<file path="config.mk">
export PLATFORM = sky130hd
export DESIGN_NAME = dma_disp_csr
export DESIGN_NICKNAME = d
export VERILOG_FILES = /design/src/rtl/dma_disp_csr_pkg.sv /design/src/rtl/dma_disp_sticky.sv /design/src/rtl/dma_disp_rst_seq.sv /design/src/rtl/dma_disp_csr.sv
export SDC_FILE = /design/constraint.sdc
export NUM_CORES = 1
export LEC_CHECK = 0
export ABC_AREA = 1
export BUFFER_PORTS_ARGS = -buffer_cell sky130_fd_sc_hd__buf_2
export CORE_AREA = 2 2 73 75
export DETAILED_ROUTE_END_ITERATION = 12
export DIE_AREA = 0 0 75 77
export PLACE_DENSITY = 0.81
export SLEW_MARGIN = 10
export SYNTH_ARGS = -nofsm -noshare
export SYNTH_HDL_FRONTEND = slang
export SYNTH_SLANG_ARGS = --single-unit
</file>
<file path="constraint.sdc">
create_clock -name clk -period 1.5 [get_ports clk]
set_clock_uncertainty 0.15 [all_clocks]
set_input_delay 0.3 -clock clk [delete_from_list [all_inputs] [get_ports clk]]
set_output_delay 0.3 -clock clk [all_outputs]
set_load 0.05 [all_outputs]
</file>
<file path="src/rtl/dma_disp_csr_pkg.sv">
package dma_disp_csr_pkg;
  localparam int unsigned FILL_W = 16;

  localparam int unsigned ADR_STATUS  = 0;
  localparam int unsigned ADR_CONTROL = 1;
  localparam int unsigned ADR_FILLS   = 2;
  localparam int unsigned ADR_RESP    = 3;
  localparam int unsigned ADR_SEQ     = 4;

  localparam int unsigned ST_BUSY   = 0;
  localparam int unsigned ST_DEMPTY = 1;
  localparam int unsigned ST_DFULL  = 2;
  localparam int unsigned ST_REMPTY = 3;
  localparam int unsigned ST_RFULL  = 4;
  localparam int unsigned ST_HALT   = 5;
  localparam int unsigned ST_RST    = 6;
  localparam int unsigned ST_ERR    = 7;
  localparam int unsigned ST_EARLY  = 8;
  localparam int unsigned ST_IRQ    = 9;
  localparam int unsigned ST_BITS   = 10;

  localparam int unsigned STICKY_N  = 3;

  localparam int unsigned CT_STOP   = 0;
  localparam int unsigned CT_RESET  = 1;
  localparam int unsigned CT_SOE    = 2;
  localparam int unsigned CT_SOEARLY= 3;
  localparam int unsigned CT_GIE    = 4;
  localparam int unsigned CT_FETCH  = 5;
  localparam int unsigned CT_BITS   = 6;
endpackage

</file>
<file path="src/rtl/dma_disp_sticky.sv">
module dma_disp_sticky #(
  parameter int unsigned N = 3
) (
  input  logic         clk,
  input  logic         rst_n,
  input  logic [N-1:0] set_i,
  input  logic [N-1:0] clr_i,
  input  logic         flush_i,
  output logic [N-1:0] q_o
);
  logic [N-1:0] q_q;
  logic [N-1:0] q_d;

  for (genvar b = 0; b < N; b++) begin : g_bit
    always_comb begin
      if (flush_i) begin
        q_d[b] = 1'b0;
      end else if (set_i[b]) begin
        q_d[b] = 1'b1;
      end else if (clr_i[b]) begin
        q_d[b] = 1'b0;
      end else begin
        q_d[b] = q_q[b];
      end
    end

    always_ff @(posedge clk or negedge rst_n) begin
      if (!rst_n) begin
        q_q[b] <= 1'b0;
      end else begin
        q_q[b] <= q_d[b];
      end
    end
  end

  assign q_o = q_q;
endmodule

</file>
<file path="src/rtl/dma_disp_rst_seq.sv">
module dma_disp_rst_seq #(
  parameter int unsigned CYCLES = 16
) (
  input  logic clk,
  input  logic rst_n,
  input  logic start_i,
  output logic active_o
);
  localparam int unsigned CNT_W = $clog2(CYCLES + 1);
  localparam logic [CNT_W-1:0] LOAD = CNT_W'(CYCLES);

  logic [CNT_W-1:0] cnt_q;
  logic [CNT_W-1:0] cnt_d;
  logic             cnt_en;

  assign active_o = (cnt_q != '0);
  assign cnt_en   = active_o | start_i;

  always_comb begin
    if (!active_o) begin
      cnt_d = LOAD;
    end else begin
      cnt_d = cnt_q - 1'b1;
    end
  end

  always_ff @(posedge clk or negedge rst_n) begin
    if (!rst_n) begin
      cnt_q <= '0;
    end else if (cnt_en) begin
      cnt_q <= cnt_d;
    end
  end
endmodule

</file>
<file path="src/rtl/dma_disp_csr.sv">
module dma_disp_csr
  import dma_disp_csr_pkg::*;
#(
  parameter int unsigned ADDR_W     = 3,
  parameter int unsigned DESC_DEPTH = 8,
  parameter int unsigned RESP_DEPTH = 8,
  parameter int unsigned RST_CYCLES = 16
) (
  input  logic              clk,
  input  logic              rst_n,
  input  logic              csr_wr,
  input  logic [ADDR_W-1:0] csr_addr,
  input  logic [31:0]       csr_wdata,
  output logic [31:0]       csr_rdata,
  input  logic              eng_busy,
  input  logic [15:0]       desc_rd_fill,
  input  logic [15:0]       desc_wr_fill,
  input  logic [15:0]       resp_fill,
  input  logic [15:0]       rd_seq,
  input  logic [15:0]       wr_seq,
  input  logic              ev_done,
  input  logic              ev_done_ie,
  input  logic              ev_error,
  input  logic              ev_early,
  output logic              eng_halt,
  output logic              stop_fetch,
  output logic              flush_req,
  output logic              irq
);
  localparam logic [FILL_W-1:0] DESC_FULL = FILL_W'(DESC_DEPTH);
  localparam logic [FILL_W-1:0] RESP_FULL = FILL_W'(RESP_DEPTH);

  // Reset: asserted asynchronously, released on the clock.
  logic [1:0] rst_sync_q;
  logic       rst_n_int;

  always_ff @(posedge clk or negedge rst_n) begin
    if (!rst_n) begin
      rst_sync_q <= 2'b00;
    end else begin
      rst_sync_q <= {rst_sync_q[0], 1'b1};
    end
  end
  assign rst_n_int = rst_sync_q[1];

  // Write decode.
  logic st_we;
  logic ctl_we;
  assign st_we  = csr_wr && (csr_addr == ADDR_W'(ADR_STATUS));
  assign ctl_we = csr_wr && (csr_addr == ADDR_W'(ADR_CONTROL));

  // Control register (bit 1 is not stored; it reads the reset sequencer).
  logic [CT_BITS-1:0] ctl_q;
  logic [CT_BITS-1:0] ctl_d;

  always_comb begin
    ctl_d           = csr_wdata[CT_BITS-1:0];
    ctl_d[CT_RESET] = 1'b0;
  end

  always_ff @(posedge clk or negedge rst_n_int) begin
    if (!rst_n_int) begin
      ctl_q <= '0;
    end else if (ctl_we) begin
      ctl_q <= ctl_d;
    end
  end

  // Soft reset sequencer.
  logic rst_start;
  logic resetting;
  assign rst_start = ctl_we && csr_wdata[CT_RESET] && !resetting;

  dma_disp_rst_seq #(.CYCLES(RST_CYCLES)) u_rst_seq (
    .clk      (clk),
    .rst_n    (rst_n_int),
    .start_i  (rst_start),
    .active_o (resetting)
  );

  // Sticky status: index 0 error stop, 1 early stop, 2 interrupt pending.
  logic [STICKY_N-1:0] sticky_set;
  logic [STICKY_N-1:0] sticky_clr;
  logic [STICKY_N-1:0] sticky_q;

  assign sticky_set = {ev_done & ev_done_ie,
                       ev_early & ctl_q[CT_SOEARLY],
                       ev_error & ctl_q[CT_SOE]};
  assign sticky_clr = st_we ? csr_wdata[ST_IRQ:ST_ERR] : '0;

  dma_disp_sticky #(.N(STICKY_N)) u_sticky (
    .clk     (clk),
    .rst_n   (rst_n_int),
    .set_i   (sticky_set),
    .clr_i   (sticky_clr),
    .flush_i (rst_start),
    .q_o     (sticky_q)
  );

  logic irq_pend;
  logic ctl_gie;
  logic ctl_soe;
  assign irq_pend = sticky_q[2];
  assign ctl_gie  = ctl_q[CT_GIE];
  assign ctl_soe  = ctl_q[CT_SOE];

  // Status composition.
  logic [ST_BITS-1:0] status;
  logic               halt;

  assign halt = ctl_q[CT_STOP] | sticky_q[0] | sticky_q[1] | resetting;

  always_comb begin
    status            = '0;
    status[ST_BUSY]   = eng_busy;
    status[ST_DEMPTY] = (desc_rd_fill == '0) && (desc_wr_fill == '0);
    status[ST_DFULL]  = (desc_rd_fill >= DESC_FULL) || (desc_wr_fill >= DESC_FULL);
    status[ST_REMPTY] = (resp_fill == '0);
    status[ST_RFULL]  = (resp_fill >= RESP_FULL);
    status[ST_HALT]   = halt;
    status[ST_RST]    = resetting;
    status[ST_ERR]    = sticky_q[0];
    status[ST_EARLY]  = sticky_q[1];
    status[ST_IRQ]    = sticky_q[2];
  end

  // Read mux.
  always_comb begin
    csr_rdata = '0;
    case (csr_addr)
      ADDR_W'(ADR_STATUS):  csr_rdata[ST_BITS-1:0] = status;
      ADDR_W'(ADR_CONTROL): begin
        csr_rdata[CT_BITS-1:0] = ctl_q;
        csr_rdata[CT_RESET]    = resetting;
      end
      ADDR_W'(ADR_FILLS):   csr_rdata = {desc_wr_fill, desc_rd_fill};
      ADDR_W'(ADR_RESP):    csr_rdata[15:0] = resp_fill;
      ADDR_W'(ADR_SEQ):     csr_rdata = {wr_seq, rd_seq};
      default:              csr_rdata = '0;
    endcase
  end

  logic unused_wdata;
  assign unused_wdata = ^csr_wdata[31:ST_BITS];

  assign eng_halt   = halt;
  assign stop_fetch = ctl_q[CT_FETCH];
  assign flush_req  = resetting;
  assign irq        = irq_pend & ctl_gie;
endmodule

</file>
==> insert_results.sql, run 1 <==
INSERT INTO impl_metrics (metric_group, metric, value, unit) VALUES
('timing', 'finalCriticalPeriod', '1920', 'ps'),
('grt', 'grt_pass1_vias', '2596', ''),
('synth', 'synth.top_cells.by_area', 'sky130_fd_sc_hd__nand2_1 28%, sky130_fd_sc_hd__dfrtp_1 24%, sky130_fd_sc_hd__inv_1 10%', ''),
('floorplan', 'initial_cell_density_of_the_core', '0.310', ''),
('worst_setup_path', 'worstPathCellList', 'buf_8 -> clkinvlp_4 -> buf_6 -> nand3_4 -> buf_6 -> buf_6 -> o2111ai_4 -> buf_6', ''),
('worst_setup_path', 'critPathSlowestCell', 'sky130_fd_sc_hd__buf_6', ''),
('power_and_ir_drop', 'p_leak', '1.93', 'nW'),
('finish', 'layout-drive-gt1-share', '0.584', ''),
('synth', 'synth_fp_nets', '398', ''),
('routing', 'detailroute.via_count', '2536', ''),
('synth', 'synth_seq_area_share', '0.244', ''),
('timing', 'hold_violations', '0', ''),
('power_and_ir_drop', 'worst_ir_drop_vdd', '840', 'uV'),
('grt', 'maximum_number_of_pins_on_one_net_before_global_route_repair', '14', ''),
('worst_setup_path', 'worst_setup_path_end_kind', 'output port', ''),
('placement', 'dp_hpwl', '5.27', 'mm'),
('grt', 'global_route.overflow_total', '0', ''),
('cts', 'cts.clk_slew.worst_paths', '50', 'ps'),
('routing', 'post_drt_wl_per_cell', '13.6', 'um'),
('synth', 'yosys.area.top_type', 'sky130_fd_sc_hd__nand2_1', ''),
('floorplan', 'floorplan.core_area', '0.00498', 'mm^2'),
('routing', 'drt_first_iter_violations', '54', ''),
('synth', 'syn_avg_cell_area', '5.65', 'um^2'),
('worst_setup_path', 'critical_path.max_fanout', '6', ''),
('worst_setup_path', 'crit_path_frequent_cell', 'sky130_fd_sc_hd__buf_6', ''),
('timing', 'report.final.setup_viol', '34', ''),
('worst_hold_path', 'holdCritPathClass', 'reg2async', ''),
('cts', 'clock_tree_from_tritoncts', 'yes', ''),
('timing', 'fmaxAchievable', '521', 'MHz'),
('routing', 'postRouteAntennaNets', '0', ''),
('synth', 'synth-edff-count', '0', ''),
('timing', 'grt_setup_unrepaired', 'yes', ''),
('worst_setup_path', 'cp.arrival', '1470', 'ps'),
('cts', 'clock-root-buffer', 'sky130_fd_sc_hd__clkbuf_8', ''),
('cts', 'insertion_delay', '250', 'ps'),
('timing', 'setup_slack', '-418', 'ps'),
('synth', 'synth_most_common_cell', 'sky130_fd_sc_hd__nand2_1', ''),
('cts', 'clock_tree.buffer_depth', '2', ''),
('worst_setup_path', 'worstSetupStartpointType', 'input pin', ''),
('finish', 'final_cell_count_no_fill', '541', ''),
('worst_setup_path', 'timing_worst_setup_path_type', 'in2out', ''),
('power_and_ir_drop', 'power-per-cell-area', '707', 'mW/mm^2'),
('floorplan', 'floorplan.die.width', '75', 'um'),
('timing', 'finalSetupTns', '-12060', 'ps'),
('placement', 'dp.cells', '521', ''),
('floorplan', 'rows', '26', ''),
('synth', 'syn-instance-count', '273', ''),
('floorplan', 'ioPinCount', '159', ''),
('flow_run', 'drv.max_cap_violation_count', '0', ''),
('synth', 'synth-warning-count', '0', ''),
('placement', 'place.port_buffers', '135', ''),
('synth', 'synthArstFlopShare', '1.00', ''),
('synth', 'ys_ff_latch', '15', ''),
('timing', 'maxSlewHeadroom', '0.664', ''),
('status', 'run_status', 'finished with violations', ''),
('cts', 'cts.sink_count', '15', ''),
('synth', 'netlist_area', '0.00154', 'mm^2'),
('grt', 'antenna_violations_before_repair', '0', ''),
('synth', 'synth_largest_type_area_fraction', '0.285', ''),
('status', 'violations', 'setup timing', ''),
('floorplan', 'dieArea', '0.00578', 'mm^2'),
('cts', 'tritoncts.num_buffers', '3', ''),
('worst_setup_path', 'cp.required', '1050', 'ps'),
('routing', 'vias_per_cell', '4.69', ''),
('synth', 'ys_types', '24', ''),
('grt', 'global_route_wire_length_before_repair', '11.2', 'mm'),
('finish', 'flow.area_growth_from_synthesis', '134', '%'),
('timing', 'drv_slew', '0', ''),
('finish', 'insertedDiodeCount', '0', ''),
('routing', 'drc', '0', ''),
('routing', 'finalWirelength', '7.36', 'mm');
-- logic make-up (layout without fill, tap and decap cells) --
family	count (synthesis)	count (layout)	synth area share
and+or+nand+nor	167	167	0.447
AOI/OAI and AO/OA	34	34	0.135
xor gates and xnor gates	3	3	0.0170
buffers and inverters	51	249	0.139
adders and majority gates	2	2	0.0162
other	1	1	0.00243
DFF	15	15	0.244
-- sequential cells by signal, indices dropped and copies added, names as in the netlist --
signal,cells
ctl_q,5
u_rst_seq.cnt_q,5
u_sticky.q_o,3
rst_sync_q,2
-- final timing paths --
path | startpoint | endpoint | slack, ps | depth (start not counted)
max in group asynchronous | rst_sync_q[1] | ctl_q[0] | 810 | 0
min reg2reg | rst_sync_q[1] | u_rst_seq.cnt_q[1] | 60 | 0
min | rst_sync_q[1] | u_rst_seq.cnt_q[1] | 60 | 0
max reg2reg | u_rst_seq.cnt_q[1] | u_sticky.q_o[1] | 100 | 8
min in group clk | csr_wdata[2] | ctl_q[2] | 110 | 3
max | csr_addr[2] | csr_rdata[9] | -420 | 8
-- metrics by stage --
step           utilization  power [mW]  instance area [um^2]  setup WS (ps)  hold WS [ps]
5_1_grt              0.726        2.71                  3610           -481           109
2_1_floorplan            -        1.37                  1780           -400          -146
3_3_place_gp         0.579        1.89                  2880           -396         -64.7
4_1_cts              0.711        2.50                  3540           -405          76.6
3_5_place_dp         0.579        1.93                  2880           -416         -64.8
6_report             0.726        2.56                  3610           -418          55.2
-- worst max-delay path, delay by kind of cell --
kind,cells,cell delay [ps]
buffers and inverters,6,820
AO/OA/AOI/OAI,1,180
AND/OR/NAND/NOR,1,160
-- report_power, final --
| part | switching (mW) | internal, mW | leakage (nW) |
|---|---|---|---|
| combinational | 0.883 | 0.754 | 1.74 |
| clock | 0.128 | 0.188 | 0.0228 |
| sequential | 0.0796 | 0.523 | 0.174 |
-- final cells by class --
type                       instances  area (um^2)
clock buffer                       4         45.0
fill                             349         1370
inverter                          44          181
multi-input combinational        207         1350
sequential                        15          375
tap                               70         87.6
timing repair buffer             201         1570
-- routing by layer --
metal / up-vias / global-route usage / routed length, um
met5: - / 0 / 0
met4: 0 / 0.0607 / 145
met3: 17 / 0.0250 / 456
met2: 108 / 0.492 / 4080
met1: 1162 / 0.259 / 2680
li1: 1249 / - / -
-- layout by cell type (no fill, tap or decap), types with 2 or more instances in the layout --
master	Yosys	final
sky130_fd_sc_hd__nand2_2	0	23
sky130_fd_sc_hd__nor2_2	0	3
sky130_fd_sc_hd__inv_2	1	4
sky130_fd_sc_hd__clkbuf_8	0	3
sky130_fd_sc_hd__a22o_4	0	4
sky130_fd_sc_hd__buf_8	0	15
sky130_fd_sc_hd__buf_6	1	30
sky130_fd_sc_hd__nand4_1	5	5
sky130_fd_sc_hd__inv_1	43	36
sky130_fd_sc_hd__xor2_1	2	2
sky130_fd_sc_hd__ha_4	0	2
sky130_fd_sc_hd__o21ai_0	20	4
sky130_fd_sc_hd__buf_2	3	99
sky130_fd_sc_hd__nand3_1	12	8
sky130_fd_sc_hd__dfrtp_1	15	15
sky130_fd_sc_hd__nand2_4	0	7
sky130_fd_sc_hd__o211ai_1	6	6
sky130_fd_sc_hd__nand3_2	2	3
sky130_fd_sc_hd__nor3_1	2	2
sky130_fd_sc_hd__buf_4	3	49
sky130_fd_sc_hd__o21ai_4	0	10
sky130_fd_sc_hd__o2111ai_4	0	2
sky130_fd_sc_hd__o21ai_1	1	4
sky130_fd_sc_hd__o21ai_2	0	3
sky130_fd_sc_hd__nand3_4	0	3
sky130_fd_sc_hd__inv_6	0	2
sky130_fd_sc_hd__buf_12	0	5
sky130_fd_sc_hd__nor2_1	27	24
sky130_fd_sc_hd__nand2_1	117	86
-- what timing repair did --
action | CTS | global route
cloned | 3 | 0
hold buffers | 1 | 0
pin swaps | 15 | 12
gates resized for setup | 126 | 31
setup endpoints to repair | 34 | 39
buffers inserted | 12 | 4
endpoints found under the hold margin | 2 | 0
(Power assumes the default switching activity.)
==> inputs of run 2 (changes only) <==
Clock period 1.5 ns to 1.6 ns, I/O delays scaled along.
==> insert_results.sql, run 2 (synthesized netlist as in run 1, its figures left out) <==
INSERT INTO impl_metrics (metric_group, metric, value, unit) VALUES
('worst_hold_path', 'holdCritPathClass', 'reg2async', ''),
('cts', 'cts.sink_count', '15', ''),
('finish', 'design.final.nets', '598', ''),
('routing', 'finalWirelength', '8.37', 'mm'),
('grt', 'maximum_number_of_pins_on_one_net_before_global_route_repair', '16', ''),
('finish', 'fill_cells', '372', ''),
('worst_setup_path', 'cp.required', '1130', 'ps'),
('flow_run', 'drv.max_cap_violation_count', '0', ''),
('grt', 'antenna_violations_before_repair', '1', ''),
('finish', 'final_cell_count_no_fill', '543', ''),
('worst_setup_path', 'worstSetupStartpointType', 'input pin', ''),
('placement', 'place.gp.congestion', '0.951', ''),
('worst_setup_path', 'cp.arrival', '1520', 'ps'),
('power_and_ir_drop', 'seqPwrFrac', '0.227', ''),
('cts', 'cts.clk_slew.worst_paths', '60', 'ps'),
('floorplan', 'rows', '26', ''),
('power_and_ir_drop', 'pwr-share-comb', '0.650', ''),
('floorplan', 'ioPinCount', '159', ''),
('grt', 'grt_use_met2', '0.479', ''),
('timing', 'finalCriticalPeriod', '1990', 'ps'),
('routing', 'postRouteAntennaNets', '0', ''),
('worst_setup_path', 'regToRegSetupSlack', '70', 'ps'),
('grt', 'global_route.overflow_total', '0', ''),
('routing', 'drc', '0', ''),
('cts', 'clock_tree.buffer_depth', '2', ''),
('power_and_ir_drop', 'power-per-cell-area', '692', 'mW/mm^2'),
('grt', 'grt_pass1_vias', '2647', ''),
('grt', 'globalRoute.busiestLayer', 'met2', ''),
('grt', 'global_route.usage.met3', '0.0420', ''),
('timing', 'fin_worst_hold_slack', '68.6', 'ps'),
('power_and_ir_drop', 'worst_ir_drop_vdd', '983', 'uV'),
('timing', 'maxSlewHeadroom', '0.645', ''),
('power_and_ir_drop', 'p_switching', '1.09', 'mW'),
('floorplan', 'initial_cell_density_of_the_core', '0.310', ''),
('timing', 'drv_slew', '0', ''),
('finish', 'layout-drive-gt1-share', '0.583', ''),
('cts', 'ctsHtreeMaxLevel', '1', ''),
('timing', 'tightestPinTransition', '533', 'ps'),
('finish', 'flow.area_growth_from_synthesis', '134', '%'),
('finish', 'commonest_cells_after_routing_fill_and_taps_aside', '98 x sky130_fd_sc_hd__buf_2, 87 x sky130_fd_sc_hd__nand2_1, 54 x sky130_fd_sc_hd__buf_4', ''),
('grt', 'global_route.usage.met1', '0.277', ''),
('finish', 'ff_latch_area', '375', 'um^2'),
('routing', 'post_drt_wl_per_cell', '15.4', 'um'),
('routing', 'detailroute.via_count', '2630', ''),
('status', 'violations', 'setup timing', ''),
('floorplan', 'dieArea', '0.00578', 'mm^2'),
('power_and_ir_drop', 'power_switching_share', '0.435', ''),
('routing', 'detailedRoute.firstPassIterationCount', '4', ''),
('timing', 'report.final.setup_viol', '34', ''),
('placement', 'place.port_buffers', '135', ''),
('placement', 'dp_hpwl', '5.24', 'mm'),
('cts', 'insertion_delay', '250', 'ps'),
('status', 'run_status', 'finished with violations', ''),
('power_and_ir_drop', 'power_report.internal_total', '1.41', 'mW'),
('cts', 'clock-root-buffer', 'sky130_fd_sc_hd__clkbuf_8', ''),
('floorplan', 'die_height', '77', 'um'),
('floorplan', 'floorplan.die.width', '75', 'um'),
('power_and_ir_drop', 'p_leak', '2.00', 'nW'),
('placement', 'dp.cells', '513', ''),
('cts', 'clock_tree_from_tritoncts', 'yes', ''),
('floorplan', 'floorplan.core_area', '0.00498', 'mm^2'),
('finish', 'layout.cells.most_common', 'sky130_fd_sc_hd__buf_2', ''),
('timing', 'period_share', '1.24', ''),
('timing', 'finalSetupTns', '-10150', 'ps'),
('worst_setup_path', 'critical_path.max_fanout', '6', ''),
('timing', 'grt_setup_unrepaired', 'yes', ''),
('grt', 'global_route.usage.total', '0.261', ''),
('timing', 'fmaxAchievable', '504', 'MHz'),
('grt', 'global_route_wire_length_before_repair', '11.7', 'mm'),
('finish', 'multiInputGateArea', '0.00136', 'mm^2'),
('routing', 'vias_per_cell', '4.84', ''),
('worst_setup_path', 'worst_setup_path_end_kind', 'output port', ''),
('power_and_ir_drop', 'pwr-share-clk', '0.123', ''),
('cts', 'tritoncts.num_buffers', '3', ''),
('routing', 'drt_first_iter_violations', '71', ''),
('timing', 'setup_slack', '-386', 'ps'),
('timing', 'hold_violations', '0', ''),
('worst_setup_path', 'timing_worst_setup_path_type', 'in2out', '');
-- run 2: power by group through the flow --
stage               Sequential [mW]  Clock [mW]  Combinational (mW)
floorplan                     0.571           0               0.702
global placement              0.559           0                1.17
detailed placement            0.564           0                1.20
CTS                           0.564       0.315                1.43
global route                  0.580       0.337                1.75
finish                        0.568       0.308                1.62
-- run 2: path summary, 6_finish.rpt --
kind                                          from                 end  cells after the start
worst max-delay path                   csr_addr[2]       csr_rdata[13]                      9
worst min-delay path                 rst_sync_q[1]  u_rst_seq.cnt_q[4]                      0
worst max register to register  u_rst_seq.cnt_q[2]     u_sticky.q_o[2]                      8
worst min register to register       rst_sync_q[1]  u_rst_seq.cnt_q[4]                      0
max in group asynchronous            rst_sync_q[1]     u_sticky.q_o[0]                      0
min in group clk                      csr_wdata[3]            ctl_q[3]                      3
-- run 2: layout make-up --
cell class / count / area share
Antenna cell: 1 / 0.000692
Clock buffer: 4 / 0.0125
Inverter: 44 / 0.0488
Multi-Input combinational cell: 207 / 0.377
Sequential cell: 15 / 0.104
Tap cell: 70 / 0.0242
Timing Repair Buffer: 202 / 0.433
-- run 2: timing repair --
item / 4_1_cts / 5_1_grt
endpoints found under the setup margin: 34 / 36
cloned: 4 / 0
hold endpoints to repair: 2 / 0
gates resized for setup: 112 / 52
buffers inserted: 10 / 11
hold buffers: 1 / 0
pin swaps: 9 / 7
-- run 2: layer usage --
metal,up-vias,part of all wire
met1,1180,0.35
met5,-,0
met3,41,0.085
li1,1246,-
met2,163,0.52
met4,0,0.047
-- run 2: per-stage QoR --
stage / util / power (mW) / worst slack, ps / cell area (um^2)
floorplan: - / 1.27 / -340 / 1740
global placement: 0.556 / 1.72 / -386 / 2770
detailed placement: 0.556 / 1.77 / -387 / 2770
CTS: 0.678 / 2.31 / -308 / 3370
global route: 0.726 / 2.67 / -456 / 3610
finish: 0.726 / 2.50 / -386 / 3610
-- run 2: worst max-delay path: stages --
cell	delay (ps)
sky130_fd_sc_hd__buf_6	70
sky130_fd_sc_hd__clkinvlp_4	120
sky130_fd_sc_hd__nor3_4	220
sky130_fd_sc_hd__buf_4	140
sky130_fd_sc_hd__buf_6	110
sky130_fd_sc_hd__buf_8	140
sky130_fd_sc_hd__nand2_2	60
sky130_fd_sc_hd__o211ai_1	90
sky130_fd_sc_hd__buf_4	240
